`src/rtl/clk_reprog_pkg.sv`:
```
package clk_reprog_pkg;

    typedef enum logic [3:0] {
        ST_IDLE,
        ST_LOAD,
        ST_LD_WAIT_HI,
        ST_LD_WAIT_LO,
        ST_SETTLE,
        ST_APPLY,
        ST_AP_WAIT_HI,
        ST_AP_WAIT_LO,
        ST_LOCK_WAIT,
        ST_DONE
    } seq_state_t;

endpackage

```
`src/rtl/reprog_mode_sync.sv`:
```
module reprog_mode_sync #(
    parameter int STAGES = 2
) (
    input  logic clk,
    input  logic rst,
    input  logic din,
    output logic dout
);
    logic [STAGES-1:0] chain;

    always_ff @(posedge clk) begin
        if (rst) begin
            chain <= '0;
        end else begin
            chain <= {chain[STAGES-2:0], din};
        end
    end

    assign dout = chain[STAGES-1];

endmodule

```
`src/rtl/reprog_timer.sv`:
```
module reprog_timer #(
    parameter int WIDTH = 4
) (
    input  logic             clk,
    input  logic             rst,
    input  logic             ld,
    input  logic [WIDTH-1:0] ld_val,
    input  logic             en,
    output logic             zero
);
    logic [WIDTH-1:0] cnt;

    always_ff @(posedge clk) begin
        if (rst) begin
            cnt <= '0;
        end else if (ld) begin
            cnt <= ld_val;
        end else if (en && (cnt != '0)) begin
            cnt <= cnt - 1'b1;
        end
    end

    assign zero = (cnt == '0);

endmodule

```
`src/rtl/reprog_fsm.sv`:
```
module reprog_fsm
    import clk_reprog_pkg::*;
#(
    parameter int SETTLE_CYC = 1,
    parameter int LOCK_TMO   = 1024,
    parameter int TW         = 11
) (
    input  logic          clk,
    input  logic          rst,
    input  logic          mode_s,
    input  logic          eng_busy,
    input  logic          pll_locked,
    input  logic          tmr_zero,
    output logic          tmr_ld,
    output logic [TW-1:0] tmr_val,
    output logic          tmr_en,
    output logic          load_pulse,
    output logic          apply_pulse,
    output logic          img_sel,
    output logic          seq_done,
    output logic          seq_err
);
    localparam logic [TW-1:0] SETTLE_LD = TW'(SETTLE_CYC - 1);
    localparam logic [TW-1:0] LOCK_LD   = TW'(LOCK_TMO - 1);

    seq_state_t state, nxt;
    logic       img_q;
    logic       err_q;
    logic       timeout;

    assign timeout = (state == ST_LOCK_WAIT) && !pll_locked && tmr_zero;

    // next-state logic
    always_comb begin
        nxt = state;
        unique case (state)
            ST_IDLE:       if (mode_s != img_q) nxt = ST_LOAD;
            ST_LOAD:       nxt = ST_LD_WAIT_HI;
            ST_LD_WAIT_HI: if (eng_busy) nxt = ST_LD_WAIT_LO;
            ST_LD_WAIT_LO: if (!eng_busy) nxt = ST_SETTLE;
            ST_SETTLE:     if (tmr_zero) nxt = ST_APPLY;
            ST_APPLY:      nxt = ST_AP_WAIT_HI;
            ST_AP_WAIT_HI: if (eng_busy) nxt = ST_AP_WAIT_LO;
            ST_AP_WAIT_LO: if (!eng_busy) nxt = ST_LOCK_WAIT;
            ST_LOCK_WAIT: begin
                if (pll_locked) nxt = ST_DONE;
                else if (tmr_zero) nxt = ST_IDLE;
            end
            ST_DONE:       nxt = ST_IDLE;
            default:       nxt = ST_IDLE;
        endcase
    end

    // state register, image select and error flag
    always_ff @(posedge clk) begin
        if (rst) begin
            state <= ST_IDLE;
            img_q <= 1'b0;
            err_q <= 1'b0;
        end else begin
            state <= nxt;
            if (state == ST_IDLE && nxt == ST_LOAD) begin
                img_q <= mode_s;
                err_q <= 1'b0;
            end else if (timeout) begin
                err_q <= 1'b1;
            end
        end
    end

    // outputs
    always_comb begin
        load_pulse  = (state == ST_LOAD);
        apply_pulse = (state == ST_APPLY);
        seq_done    = (state == ST_DONE);
        tmr_en      = (state == ST_SETTLE) || (state == ST_LOCK_WAIT);
        tmr_ld      = 1'b0;
        tmr_val     = SETTLE_LD;
        if (state == ST_LD_WAIT_LO && !eng_busy) begin
            tmr_ld  = 1'b1;
            tmr_val = SETTLE_LD;
        end else if (state == ST_AP_WAIT_LO && !eng_busy) begin
            tmr_ld  = 1'b1;
            tmr_val = LOCK_LD;
        end
    end

    assign img_sel = img_q;
    assign seq_err = err_q;

    // reset leaves every strobe and flag low
    a_r1_reset_quiet: assert property (@(posedge clk)
        rst |=> (!load_pulse && !apply_pulse && !seq_done && !seq_err && !img_sel));

    // image select frozen while a sequence runs
    a_r3_img_stable: assert property (@(posedge clk) disable iff (rst)
        (state != ST_IDLE) |=> $stable(img_sel));

    // load strobe lasts one cycle
    a_r4_load_single: assert property (@(posedge clk) disable iff (rst)
        load_pulse |=> !load_pulse);

    // apply strobe lasts one cycle
    a_r6_apply_single: assert property (@(posedge clk) disable iff (rst)
        apply_pulse |=> !apply_pulse);

    // done pulse lasts one cycle
    a_r7_done_single: assert property (@(posedge clk) disable iff (rst)
        seq_done |=> !seq_done);

    // the error is never raised together with done
    a_r8_err_not_done: assert property (@(posedge clk) disable iff (rst)
        $rose(seq_err) |-> !seq_done);

endmodule

```
`src/rtl/clk_reprog_seq.sv`:
```
module clk_reprog_seq #(
    parameter int SYNC_STAGES = 2,
    parameter int SETTLE_CYC  = 1,
    parameter int LOCK_TMO    = 1024
) (
    input  logic clk,
    input  logic rst,
    input  logic mode_in,
    input  logic eng_busy,
    input  logic pll_locked,
    output logic load_pulse,
    output logic apply_pulse,
    output logic img_sel,
    output logic seq_done,
    output logic seq_err
);
    localparam int TMR_MAX = (SETTLE_CYC > LOCK_TMO) ? SETTLE_CYC : LOCK_TMO;
    localparam int TW      = $clog2(TMR_MAX + 1);

    logic          mode_s;
    logic          tmr_ld;
    logic [TW-1:0] tmr_val;
    logic          tmr_en;
    logic          tmr_zero;

    reprog_mode_sync #(.STAGES(SYNC_STAGES)) u_sync (
        .clk  (clk),
        .rst  (rst),
        .din  (mode_in),
        .dout (mode_s)
    );

    reprog_timer #(.WIDTH(TW)) u_timer (
        .clk    (clk),
        .rst    (rst),
        .ld     (tmr_ld),
        .ld_val (tmr_val),
        .en     (tmr_en),
        .zero   (tmr_zero)
    );

    reprog_fsm #(
        .SETTLE_CYC (SETTLE_CYC),
        .LOCK_TMO   (LOCK_TMO),
        .TW         (TW)
    ) u_fsm (
        .clk         (clk),
        .rst         (rst),
        .mode_s      (mode_s),
        .eng_busy    (eng_busy),
        .pll_locked  (pll_locked),
        .tmr_zero    (tmr_zero),
        .tmr_ld      (tmr_ld),
        .tmr_val     (tmr_val),
        .tmr_en      (tmr_en),
        .load_pulse  (load_pulse),
        .apply_pulse (apply_pulse),
        .img_sel     (img_sel),
        .seq_done    (seq_done),
        .seq_err     (seq_err)
    );

endmodule

```
`config.mk`:
```
export PLATFORM = sky130hd
export DESIGN_NAME = clk_reprog_seq
export DESIGN_NICKNAME = d
export VERILOG_FILES = /design/src/rtl/clk_reprog_pkg.sv /design/src/rtl/reprog_mode_sync.sv /design/src/rtl/reprog_timer.sv /design/src/rtl/reprog_fsm.sv /design/src/rtl/clk_reprog_seq.sv
export SDC_FILE = /design/constraint.sdc
export NUM_CORES = 1
export LEC_CHECK = 0
export BUFFER_PORTS_ARGS = -buffer_cell sky130_fd_sc_hd__buf_2
export CAP_MARGIN = 20
export CORE_MARGIN = 2
export CORE_UTILIZATION = 35
export DETAILED_ROUTE_END_ITERATION = 10
export GPL_ROUTABILITY_DRIVEN = 0
export GPL_TIMING_DRIVEN = 0
export MAX_ROUTING_LAYER = met4
export SYNTH_ARGS = -nofsm -noshare
export SYNTH_HDL_FRONTEND = slang
export SYNTH_SLANG_ARGS = --single-unit
```
`constraint.sdc`:
```
create_clock -name clk -period 2.5 [get_ports clk]
set_input_delay 0.5 -clock clk [delete_from_list [all_inputs] [get_ports clk]]
set_output_delay 0.5 -clock clk [all_outputs]
set_load 0.01 [all_outputs]
```
# ---- Yosys cells after proc, flatten, opt, wreduce, memory -nomap -nowiden
# Index checks and enable logic that the tools add are counted.
dict set report word_totals {
  wordCells 46
  inputBits 5
  reg_bits 19
  output_inout_bits 5
}
dict set report classes {
  muxes 15
  addsub 1
  n_reduce_logical 14
  eq_ne 11
}
# operator count
set ops {}
lappend ops {{$pmux 4 s9} 1}
lappend ops {{$mux 11} 3}
lappend ops {{$mux 4} 8}
lappend ops {{$eq 4x3->1 const B} 4}
lappend ops {{$logic_not 11->1} 1}
lappend ops {{$reduce_bool 11->1} 1}
lappend ops {{$sub 11x1->11 const B} 1}
lappend ops {{$mux 10} 1}
lappend ops {{$eq 4x1->1 const B} 2}
lappend ops {{$eq 4x2->1 const B} 2}
lappend ops {{$eq 4x4->1 const B} 2}
lappend ops {{$logic_and 1x1->1} 6}
lappend ops {{$logic_not 4->1} 1}
lappend ops {{$logic_not 1->1} 2}
lappend ops {{$mux 1} 2}
lappend ops {{$reduce_bool 2->1} 1}
lappend ops {{$reduce_or 2->1} 1}
lappend ops {{$logic_or 1x1->1} 1}
lappend ops {{$ne 1x1->1} 1}

# ---- Longest topological paths before layout
# Gate-level depths: netlist of the first run.
dict set report logic_depth {
  ltp_word 7
  mapped_depth 7
  ltp_nobuf 6
}

# ---- By module
# Synthesis of the first run repeated with hierarchy kept, for this count alone.
dict set report unflattened {
  cells_unflattened 129
  hier_area_um2 1152.4
}
# module instances cells_each seq_area_each_um2 area_per_inst_um2
set modules_own_cells {}
lappend modules_own_cells {reprog_timer 1 77 220.2 674.4}
lappend modules_own_cells {reprog_fsm 1 48 120.1 425.4}
lappend modules_own_cells {reprog_mode_sync 1 4 40.0 52.6}

# ---- Least setup slack after synthesis of the first run
# No wires, ideal clock.
dict set report synth_path {
  kind {reg2reg}
  from {register u_timer.cnt[0]}
  to {register u_timer.cnt[1]}
  slack_ns 0.632
  n_path_buf 1
  t_arrival_ns 1.808
  t_required_ns 2.440
  setup_time_ns 0.060
  path_stages_with_launch 8
  synth_period_minus_slack_ns 1.868
  cell_sequence {dfxtp_1 -> inv_1 -> ha_1 -> or4b_1 -> nor4_4 -> or2_1 -> buf_6 -> o311a_1}
}
dict set report synth_between {
  elab_chain_cells 3
  elab_cells_between_ends 6
  cone_classes {add/sub (1); mux (2); reduce/logical (3)}
}
# element line_no
set synth_lines {}
lappend synth_lines {{start, declared} reprog_timer.sv:11} ;# logic [WIDTH-1:0] cnt;
lappend synth_lines {{start signal, assigned} reprog_timer.sv:17} ;# cnt <= ld_val;
lappend synth_lines {{start signal, assigned} reprog_timer.sv:19} ;# cnt <= cnt - 1'b1;
lappend synth_lines {{$sub 11x1->11 / $reduce_bool 11->1 (equally long branches)} {reprog_timer.sv:19, reprog_timer.sv:18}}
lappend synth_lines {{$mux 11 / $logic_and 1x1->1 (equally long branches)} reprog_timer.sv:18} ;# end else if (en && (cnt != '0)) begin
lappend synth_lines {{$mux 11 / $reduce_bool 2->1 (equally long branches)} n/a}
# Several ways; a longest one is shown, not always the timed one. The select of a mux whose other input is x is not followed.
# A chain may end at the register's enable or synchronous reset.

# ---- Worst setup path after layout of the first run
# Ends and elaborated chain as after synthesis.

==> reports/metrics.yaml, run 1 <==
run_status:
  outcome: "finished clean"
final_layout:
  areaGrowthSynthToFinish_pct: 10.78
  drive_gt1_share_pct: 13.33
  finalNonFillerCells: 194
  final_common_cell: "dfxtp_1"
  layout_common_cells: "dfxtp_1 (19), nand2_1 (15), nor2_1 (10), clkbuf_1 (8), buf_2 (8)"
  diodes: 0
  final_net_count: 157
floorplan:
  initial_utilization_pct: 36.89
  fp.coreArea_um2: 3053
  die_area_um2: 3687
  rows: 20
  fp.dieW_um: 60.72
  pin_count: 10
  die_h_um: 60.72
routing:
  vias: 1107
  wl_per_cell_um: 14.36
  via_per_inst: 5.706
  first_pass_iters: 4
  ant_nets: 0
  first_iter_violations: 46
  totalWireLength_mm: 2.786
  drc: 0
clock_tree:
  cts-htree-levels: 1
  post-cts-setup-buffer-count: 0
  cts_tree: "yes"
  numCtsBuffers: 3
  ctsHoldBuffers: 0
  root_buffer: "clkbuf_4"
  insertion_delay_ps: 300
  cts_resized: 0
  ctsLongestPathBuffers: 2
  cts.clk_slew.worst_paths_ps: 110
  cts_num_sinks: 19
logic_synthesis:
  yosysTopAreaCellShare_pct: 33.78
  synthArstFlopShare_pct: 0
  synth_area_leader_cell: "dfxtp_1"
  synth_edf_count: 0
  syn_area_um2: 1126
  synth_cell_types: 44
  synthesis.instances: 138
  ys_ff_latch: 19
  synth_nets: 144
  syn_area_per_cell_um2: 8.160
  yosysWarnings: 0
  synthTopCellsByArea: "dfxtp_1 (34%), o32ai_1 (5.4%), nand2_1 (5.0%), a211oi_1 (4.7%), a31oi_1 (3.3%)"
  synth_flop_cell: "dfxtp_1"
  seq_area_frac_synth_pct: 33.78
sta:
  tightest_slew_ps: 890.2
  finalHoldViolCount: 0
  rsz0062_at_grt: "no"
  max_freq_ghz: 0.4549
  slew_violations: 0
  setup_viol: 0
  maxSlewHeadroom_pct: 40.11
  period_share_pct: 87.94
  fin_crit_ps: 2199
  fin_setup_tns_ps: 0
  setup_slack_ps: 301.5
  timing.hold.ws_ps: 405.3
  skew_ps: 0.5797
hold_path:
  hp-class: "input port to flip-flop"
global_route:
  grt_pass1_vias: 1076
  grt_overflow_total: 0
  grt_max_degree: 11
  grt_pass1_wl_mm: 4.747
  grt_antenna_before_repair: 0
  grt_use_total_pct: 17.54
placement:
  dp_hpwl_mm: 2.009
  portBuffers: 8
  dp_cells: 190
  pre_cts_ws_ps: 348.8
worst_setup_path:
  worstPathCellList: "inv_1, ha_1, or4b_1, nor4_4, or2_1, buf_6, o311a_1"
  crit_required_ps: 2750
  worst_setup_path_end_kind: "flip-flop"
  worstPathMaxFanout: 10
  path_class: "flip-flop to flip-flop"
  critPathMaxStageDelay_ps: 510
  cp-start-kind: "flip-flop"
  worst_path_max_delay_cell: "or4b_1"
  arrival_ps: 2450
power_and_ir_drop:
  powerDensity_nw_per_um2: 472.2
  ir_worst_vdd_uv: 295.8
  leakagePower_nw: 0.4846
flow_run:
  cap_violations: 0
## report_power, final
part / switching [mW] / total, mW / leakage (nW) / internal [mW]
clock network: 0.0968 / 0.159 / 0.0150 / 0.0622
logic: 0.0690 / 0.114 / 0.316 / 0.0446
registers: 0.00638 / 0.316 / 0.154 / 0.310
total: 0.172 / 0.589 / 0.485 / 0.417
## path summary, 6_finish.rpt
check,start,end,slack (ps),cells past startpoint
min reg2reg,u_sync.chain[0],u_sync.chain[1],440,1
max reg2reg,u_timer.cnt[0],u_timer.cnt[1],300,7
max,u_timer.cnt[0],u_timer.cnt[1],300,7
min,mode_in,u_sync.chain[0],410,2
## flip-flops by register name, indices dropped and copies added, names as in the netlist
signal         count
u_fsm.img_sel      1
u_fsm.seq_err      1
u_fsm.state        4
u_sync.chain       2
u_timer.cnt       11
## critical path, delay by kind of cell (launching register included)
kind	cells	cell delay (ps)
adder cells (fa/ha/maj)	1	250
flip-flops	1	340
buffers and inverters	2	240
AO/OA/AOI/OAI	1	180
AND/OR/NAND/NOR	3	1140
## layer usage
metal / GRT usage (%) / vias to the layer above / wire length, um
met5: - / - / 0
met4: 2.484 / 0 / 10
met3: 4.264 / 2 / 127
met2: 31.80 / 23 / 1420
met1: 19.87 / 534 / 1227
li1: - / 548 / -
## metrics by stage
stage	util [%]	power, mW	area, um^2
floorplan	-	0.4078	1126
global placement	40.00	0.4333	1221
detailed placement	40.00	0.4361	1221
CTS	40.86	0.5960	1247
global route	40.86	0.6238	1247
finish	40.86	0.5890	1247
## cells in the mapped netlist, types with 2 or more instances
| master | instances |
|---|---|
| a211oi_1 | 7 |
| a21oi_1 | 5 |
| a31oi_1 | 6 |
| clkbuf_1 | 7 |
| dfxtp_1 | 19 |
| inv_1 | 7 |
| nand2_1 | 15 |
| nand2b_1 | 3 |
| nand3_1 | 4 |
| nor2_1 | 10 |
| nor2b_1 | 4 |
| nor3_1 | 5 |
| nor4_1 | 5 |
| o21ai_0 | 2 |
| o32ai_1 | 7 |
| or2_2 | 2 |
| or3_1 | 2 |
| xnor2_1 | 2 |
## cell type report
| cell class | count | area (um^2) |
|---|---|---|
| Multi-Input combinational cell | 103 | 668.1 |
| Clock buffer | 4 | 26.28 |
| Buffer | 9 | 51.30 |
| Fill cell | 340 | 1805 |
| Sequential cell | 19 | 380.4 |
| Inverter | 7 | 26.28 |
| Timing Repair Buffer | 8 | 40.04 |
| Tap cell | 44 | 55.05 |
## logic make-up (layout without fill, tap and decap cells)
group / after synthesis / after routing / synth area share, %
xor gates and xnor gates: 3 / 3 / 2.334
and+or+nand+nor: 62 / 62 / 31.33
adders and majority gates: 1 / 1 / 1.111
muxes: 1 / 1 / 0.8889
AOI/OAI and AO/OA: 36 / 36 / 23.67
buffers and inverters: 16 / 28 / 6.889
DFF: 19 / 19 / 33.78
Note: power is estimated with default switching activity, not from simulation.
==> run 2, diff against run 1 <==
Settings changed: CORE_UTILIZATION 35 to 45.
==> run 2 against run 1 <==
Net effect:
- total power hardly changed
- clock power barely moved
- first-iteration DRC count down 24%
- highest routed layer unchanged
==> reports/metrics.yaml, run 2 (same netlist as run 1, synthesis figures left out) <==
global_route:
  grt_use_met2_pct: 33.13  # +1.3 points
  grt_pass1_wl_mm: 4.457  # -6.1%
  grt_most_used_layer: "met2"
  met1_usage_pct: 29.58  # +9.7 points
  grt_antenna_before_repair: 0  # unchanged
  grt_use_total_pct: 21.87  # +4.3 points
  grt_max_degree: 11  # unchanged
  met3_usage_pct: 4.167  # -0.098 points
  grt_pass1_vias: 971  # -9.8%
  grt_overflow_total: 0  # unchanged
floorplan:
  rows: 18  # -10%
  initial_utilization_pct: 46.30  # +9.4 points
  die_h_um: 54.03  # -11%
  pin_count: 10  # unchanged
  die_area_um2: 2919  # -21%
  fp.coreArea_um2: 2432  # -20%
  fp.dieW_um: 54.03  # -11%
final_layout:
  reg_top3: "u_timer.cnt: 11 flops, u_fsm.state: 4 flops, u_sync.chain: 2 flops"
  num-fill-cells: 250  # -26%
  final_net_count: 157  # unchanged
  seq_area_um2: 380.4  # unchanged
  drive_gt1_share_pct: 13.33  # unchanged
  largest_reg_flops: 11  # unchanged
  layout_common_cells: "dfxtp_1 (19), nand2_1 (15), nor2_1 (10), clkbuf_1 (8), buf_2 (8)"
  areaGrowthSynthToFinish_pct: 9.222
  diodes: 0  # unchanged
  regMostFlops: "u_timer.cnt"
  multi_input_area_um2: 668.1  # unchanged
  final_common_cell: "dfxtp_1"
power_and_ir_drop:
  pwr-share-clk_pct: 27.4  # +0.4 points
  leakagePower_nw: 0.4846  # unchanged
  powerDensity_nw_per_um2: 479.4  # +1.5%
  power.share.switching_pct: 29.31  # +0.071 points
  p_int_uw: 416.8  # about the same
  p_seq_share_pct: 53.6  # about the same
  ir_worst_vdd_uv: 289.8  # -2.0%
  power_switching_uw: 172.8  # +0.34%
  combPwrFrac_pct: 19.0  # -0.3 points
worst_setup_path:
  cp-start-kind: "flip-flop"
  crit_required_ps: 2670  # -80 ps
  arrival_ps: 2350  # -100 ps
  worstPathMaxFanout: 10  # unchanged
  worst_setup_path_end_kind: "flip-flop"
  path_class: "flip-flop to flip-flop"
routing:
  first_pass_iters: 4  # unchanged
  totalWireLength_mm: 2.620  # -6.0%
  drc: 0  # unchanged
  vias: 1083  # -2.2%
  ant_nets: 0  # unchanged
  first_iter_violations: 35  # -24%
  via_per_inst: 6.017  # +5.4%
  wl_per_cell_um: 14.56  # +1.4%
hold_path:
  hp-class: "input port to flip-flop"
clock_tree:
  cts_tree: "yes"
  numCtsBuffers: 3  # unchanged
  cts.clk_slew.worst_paths_ps: 110  # about the same
  cts_resized: 0  # unchanged
  ctsLongestPathBuffers: 2  # unchanged
  insertion_delay_ps: 300  # about the same
  root_buffer: "clkbuf_4"
  ctsHoldBuffers: 0  # unchanged
  post-cts-setup-buffer-count: 0  # unchanged
  cts-htree-levels: 1  # unchanged
  cts_num_sinks: 19  # unchanged
sta:
  skew_ps: 1.552  # +0.9728 ps
  fin_setup_tns_ps: 0  # unchanged
  maxSlewHeadroom_pct: 40.04  # -0.071 points
  setup_viol: 0  # unchanged
  max_freq_ghz: 0.4595  # +1.0%
  setup_slack_ps: 323.6  # +22.16 ps
  rsz0062_at_grt: "no"
  period_share_pct: 87.05  # -0.89 points
  tightest_slew_ps: 891.2  # +1.049 ps
  finalHoldViolCount: 0  # unchanged
  fin_crit_ps: 2176  # -22.16 ps
  slew_violations: 0  # unchanged
flow_run:
  cap_violations: 0  # unchanged
placement:
  portBuffers: 8  # unchanged
  dp_hpwl_mm: 1.906  # -5.1%
  pre_cts_ws_ps: 379.1  # +30.37 ps
run_status:
  outcome: "finished clean"
## run 2: metal layers
| layer | wire length (um) | vias to the layer above |
|---|---|---|
| li1 | - | 543 |
| met1 | 1252 | 505 |
| met2 | 1197 | 30 |
| met3 | 137 | 5 |
| met4 | 33 | 0 |
| met5 | 0 | - |
## run 2: final timing paths
kind	endpoint	slack, ps	cells past startpoint	from
max	u_timer.cnt[8]	320	7	u_timer.cnt[0]
min	u_sync.chain[0]	400	2	mode_in
max reg2reg	u_timer.cnt[8]	320	7	u_timer.cnt[0]
min reg2reg	u_sync.chain[1]	460	1	u_sync.chain[0]
## run 2: area by class of cell
cell class | count | share of cell area (%)
Multi-Input combinational cell | 103 | 54.32
Sequential cell | 19 | 30.93
Buffer | 9 | 4.171
Timing Repair Buffer | 8 | 3.255
Tap cell | 30 | 3.052
Clock buffer | 4 | 2.136
Inverter | 7 | 2.136
## run 2: through the flow
step           util, %  instance area, um^2  total power, mW  hold slack, ps  std cells
4_1_cts          50.57                 1230           0.5935           407.7        180
3_5_place_dp     49.49                 1204           0.4336           441.9        176
3_3_place_gp     49.49                 1204           0.4337           422.0        176
5_1_grt          50.57                 1230           0.6228           403.8        180
6_report         50.57                 1230           0.5896           404.2        180
2_1_floorplan        -                 1126           0.4078           413.8        138
## run 2: power by group through the flow
stage	Combinational, mW	Sequential, mW	Clock (mW)
after floorplan	0.0861	0.322	0
after global routing	0.125	0.317	0.180
after CTS	0.112	0.316	0.166
after global placement	0.111	0.323	0
after detailed placement	0.111	0.323	0
final	0.112	0.316	0.161
## run 2: worst max-delay path, stage by stage (launching register included)
cell and delay, ps:
dfxtp_1 340, inv_1 100, ha_1 230, or4b_1 500
nor4_4 460, or2_1 200, buf_6 130, o32ai_1 90
==> run 3, diff against run 2 <==
Settings changed: PLACE_DENSITY from default to 0.65.
Clock period 2.5 ns to 1.8 ns, I/O delays scaled along.
==> run 3 against run 2 <==
Net effect:
- the run now ends with negative setup slack left
- global-route usage rose by 4.1 points
- sequential cell count stayed put
- combinational power grew 110%
- critical path depth rose by 1
- final cell count grew 9.4%
- clock skew rose by 2.7 ps
- wire length up 32%
- register-to-register slack worse by 350 ps
- utilization rose by 11 points
- setup slack lost 350 ps
- via count grew 12%
- critical path type unchanged
- highest routed layer unchanged
==> reports/metrics.yaml, run 3 (same netlist as run 1, synthesis figures left out) <==
routing:
  wl_per_cell_um: 17.56  # +21%
  via_per_inst: 6.168  # +2.5%
  ant_nets: 0  # unchanged
  first_iter_violations: 30  # -14%
  first_pass_iters: 4  # unchanged
  drc: 0  # unchanged
  totalWireLength_mm: 3.460  # +32%
  vias: 1215  # +12%
clock_tree:
  root_buffer: "clkbuf_4"
  cts.clk_slew.worst_paths_ps: 120  # about the same
  numCtsBuffers: 3  # unchanged
  insertion_delay_ps: 310  # about the same
  cts-htree-levels: 1  # unchanged
  cts_num_sinks: 19  # unchanged
  ctsLongestPathBuffers: 2  # unchanged
  ctsHoldBuffers: 0  # unchanged
  cts_tree: "yes"
sta:
  maxSlewHeadroom_pct: 59.42  # +19 points
  setup_slack_ps: -30.42  # -354.1 ps
  finalHoldViolCount: 0  # unchanged
  setup_viol: 9  # +9
  slew_violations: 0  # unchanged
  fin_setup_tns_ps: -191.3  # -191.3 ps
  skew_ps: 4.264  # +2.711 ps
  rsz0062_at_grt: "yes"
  tightest_slew_ps: 608.8  # -282.5 ps
  max_freq_ghz: 0.5463  # +19%
  period_share_pct: 101.7  # +15 points
  fin_crit_ps: 1830  # -345.9 ps
worst_setup_path:
  worst_setup_path_end_kind: "flip-flop"
  crit_required_ps: 1980  # -690 ps
  cp-start-kind: "flip-flop"
  arrival_ps: 2010  # -340 ps
  worstPathMaxFanout: 5  # -5
  path_class: "flip-flop to flip-flop"
floorplan:
  pin_count: 10  # unchanged
  initial_utilization_pct: 46.30  # unchanged
  die_area_um2: 2919  # unchanged
  fp.coreArea_um2: 2432  # unchanged
  rows: 18  # unchanged
  fp.dieW_um: 54.03  # unchanged
  die_h_um: 54.03  # unchanged
final_layout:
  diodes: 0  # unchanged
  finalNonFillerCells: 197  # +9.4%
  drive_gt1_share_pct: 38.32  # +25 points
  reg_top3: "u_timer.cnt: 11 flops, u_fsm.state: 4 flops, u_sync.chain: 2 flops"
  regMostFlops: "u_timer.cnt"
  largest_reg_flops: 11  # unchanged
  areaGrowthSynthToFinish_pct: 32.22
  final_net_count: 174  # +11%
  layout_common_cells: "buf_4 (17), nand2_1 (15), dfxtp_1 (15), nor2_1 (9), buf_2 (8)"
  final_common_cell: "buf_4"
  finalInstanceArea_um2: 1489  # +21%
placement:
  dp_cells: 176  # unchanged
  dp_hpwl_mm: 2.002  # +5.1%
  portBuffers: 8  # unchanged
  pre_cts_ws_ps: -267.6  # -646.8 ps
  placed_area_um2: 1229  # +2.1%
hold_path:
  hp-class: "input port to flip-flop"
global_route:
  grt_max_degree: 11  # unchanged
  grt_pass1_wl_mm: 5.285  # +19%
  grt_antenna_before_repair: 0  # unchanged
  grt_overflow_total: 0  # unchanged
  grt_use_total_pct: 25.99  # +4.1 points
  grt_pass1_vias: 1151  # +19%
flow_run:
  cap_violations: 0  # unchanged
power_and_ir_drop:
  powerDensity_nw_per_um2: 609.0  # +27%
  ir_worst_vdd_uv: 413.9  # +43%
  leakagePower_nw: 0.6176  # +27%
run_status:
  outcome: "complete, but fails checks"
  violations: "negative setup slack"
==> run 3: cell types whose count changed in the layout (fill, tap and decap cells not counted), sizes merged <==
cell / change
clkbuf: -1
buf: +18
==> run 3: final cells by class <==
cell class,instances,area (um^2)
Buffer,8,51.30
Clock buffer,4,26.28
Fill cell,221,943.4
Inverter,7,26.28
Multi-Input combinational cell,103,783.3
Sequential cell,19,385.4
Tap cell,30,37.54
Timing Repair Buffer,26,178.9
==> run 3: final timing paths <==
| check | from | to | slack (ps) | depth (start not counted) |
|---|---|---|---|---|
| worst max register to register | u_timer.cnt[0] | u_timer.cnt[9] | -30 | 8 |
| worst min-delay path | mode_in | u_sync.chain[0] | 240 | 2 |
| worst max-delay path | u_timer.cnt[0] | u_timer.cnt[9] | -30 | 8 |
| worst min register to register | u_sync.chain[0] | u_sync.chain[1] | 470 | 1 |
==> run 3: stage by stage <==
| step | utilization [%] | hold slack [ps] | total power, mW |
|---|---|---|---|
| global route | 61.21 | 286.7 | 0.9466 |
| floorplan | - | 413.8 | 0.5753 |
| detailed placement | 50.51 | 446.1 | 0.6166 |
| finish | 61.21 | 244.4 | 0.9068 |
| CTS | 59.05 | 243.4 | 0.8900 |
| global placement | 50.51 | 423.2 | 0.6124 |
==> run 3: layer usage <==
metal | global-route usage, % | wire [um] | up-vias
li1 | - | - | 576
met1 | 29.17 | 1431 | 587
met2 | 45.53 | 1755 | 38
met3 | 3.333 | 156 | 14
met4 | 12.08 | 117 | 0
met5 | - | 0 | -
==> run 3: what timing repair did <==
action,in CTS,in global routing
endpoints found under the setup margin,13,14
pin swaps,7,7
resized for setup,11,15
cloned,1,0
setup buffers,16,1
==> run 3: power breakdown <==
group | total [mW] | internal (mW) | switching (mW)
logic | 0.233 | 0.110 | 0.123
clock network | 0.233 | 0.0867 | 0.146
registers | 0.440 | 0.431 | 0.00913
total | 0.907 | 0.628 | 0.279
==> run 3: critical path: stages, from the launching register on <==
cell     delay [ps]
dfxtp_2         340
inv_2            70
ha_4            160
or4b_4          480
nor4_4          140
buf_4           180
or2_4           130
buf_6           120
o32ai_2          70
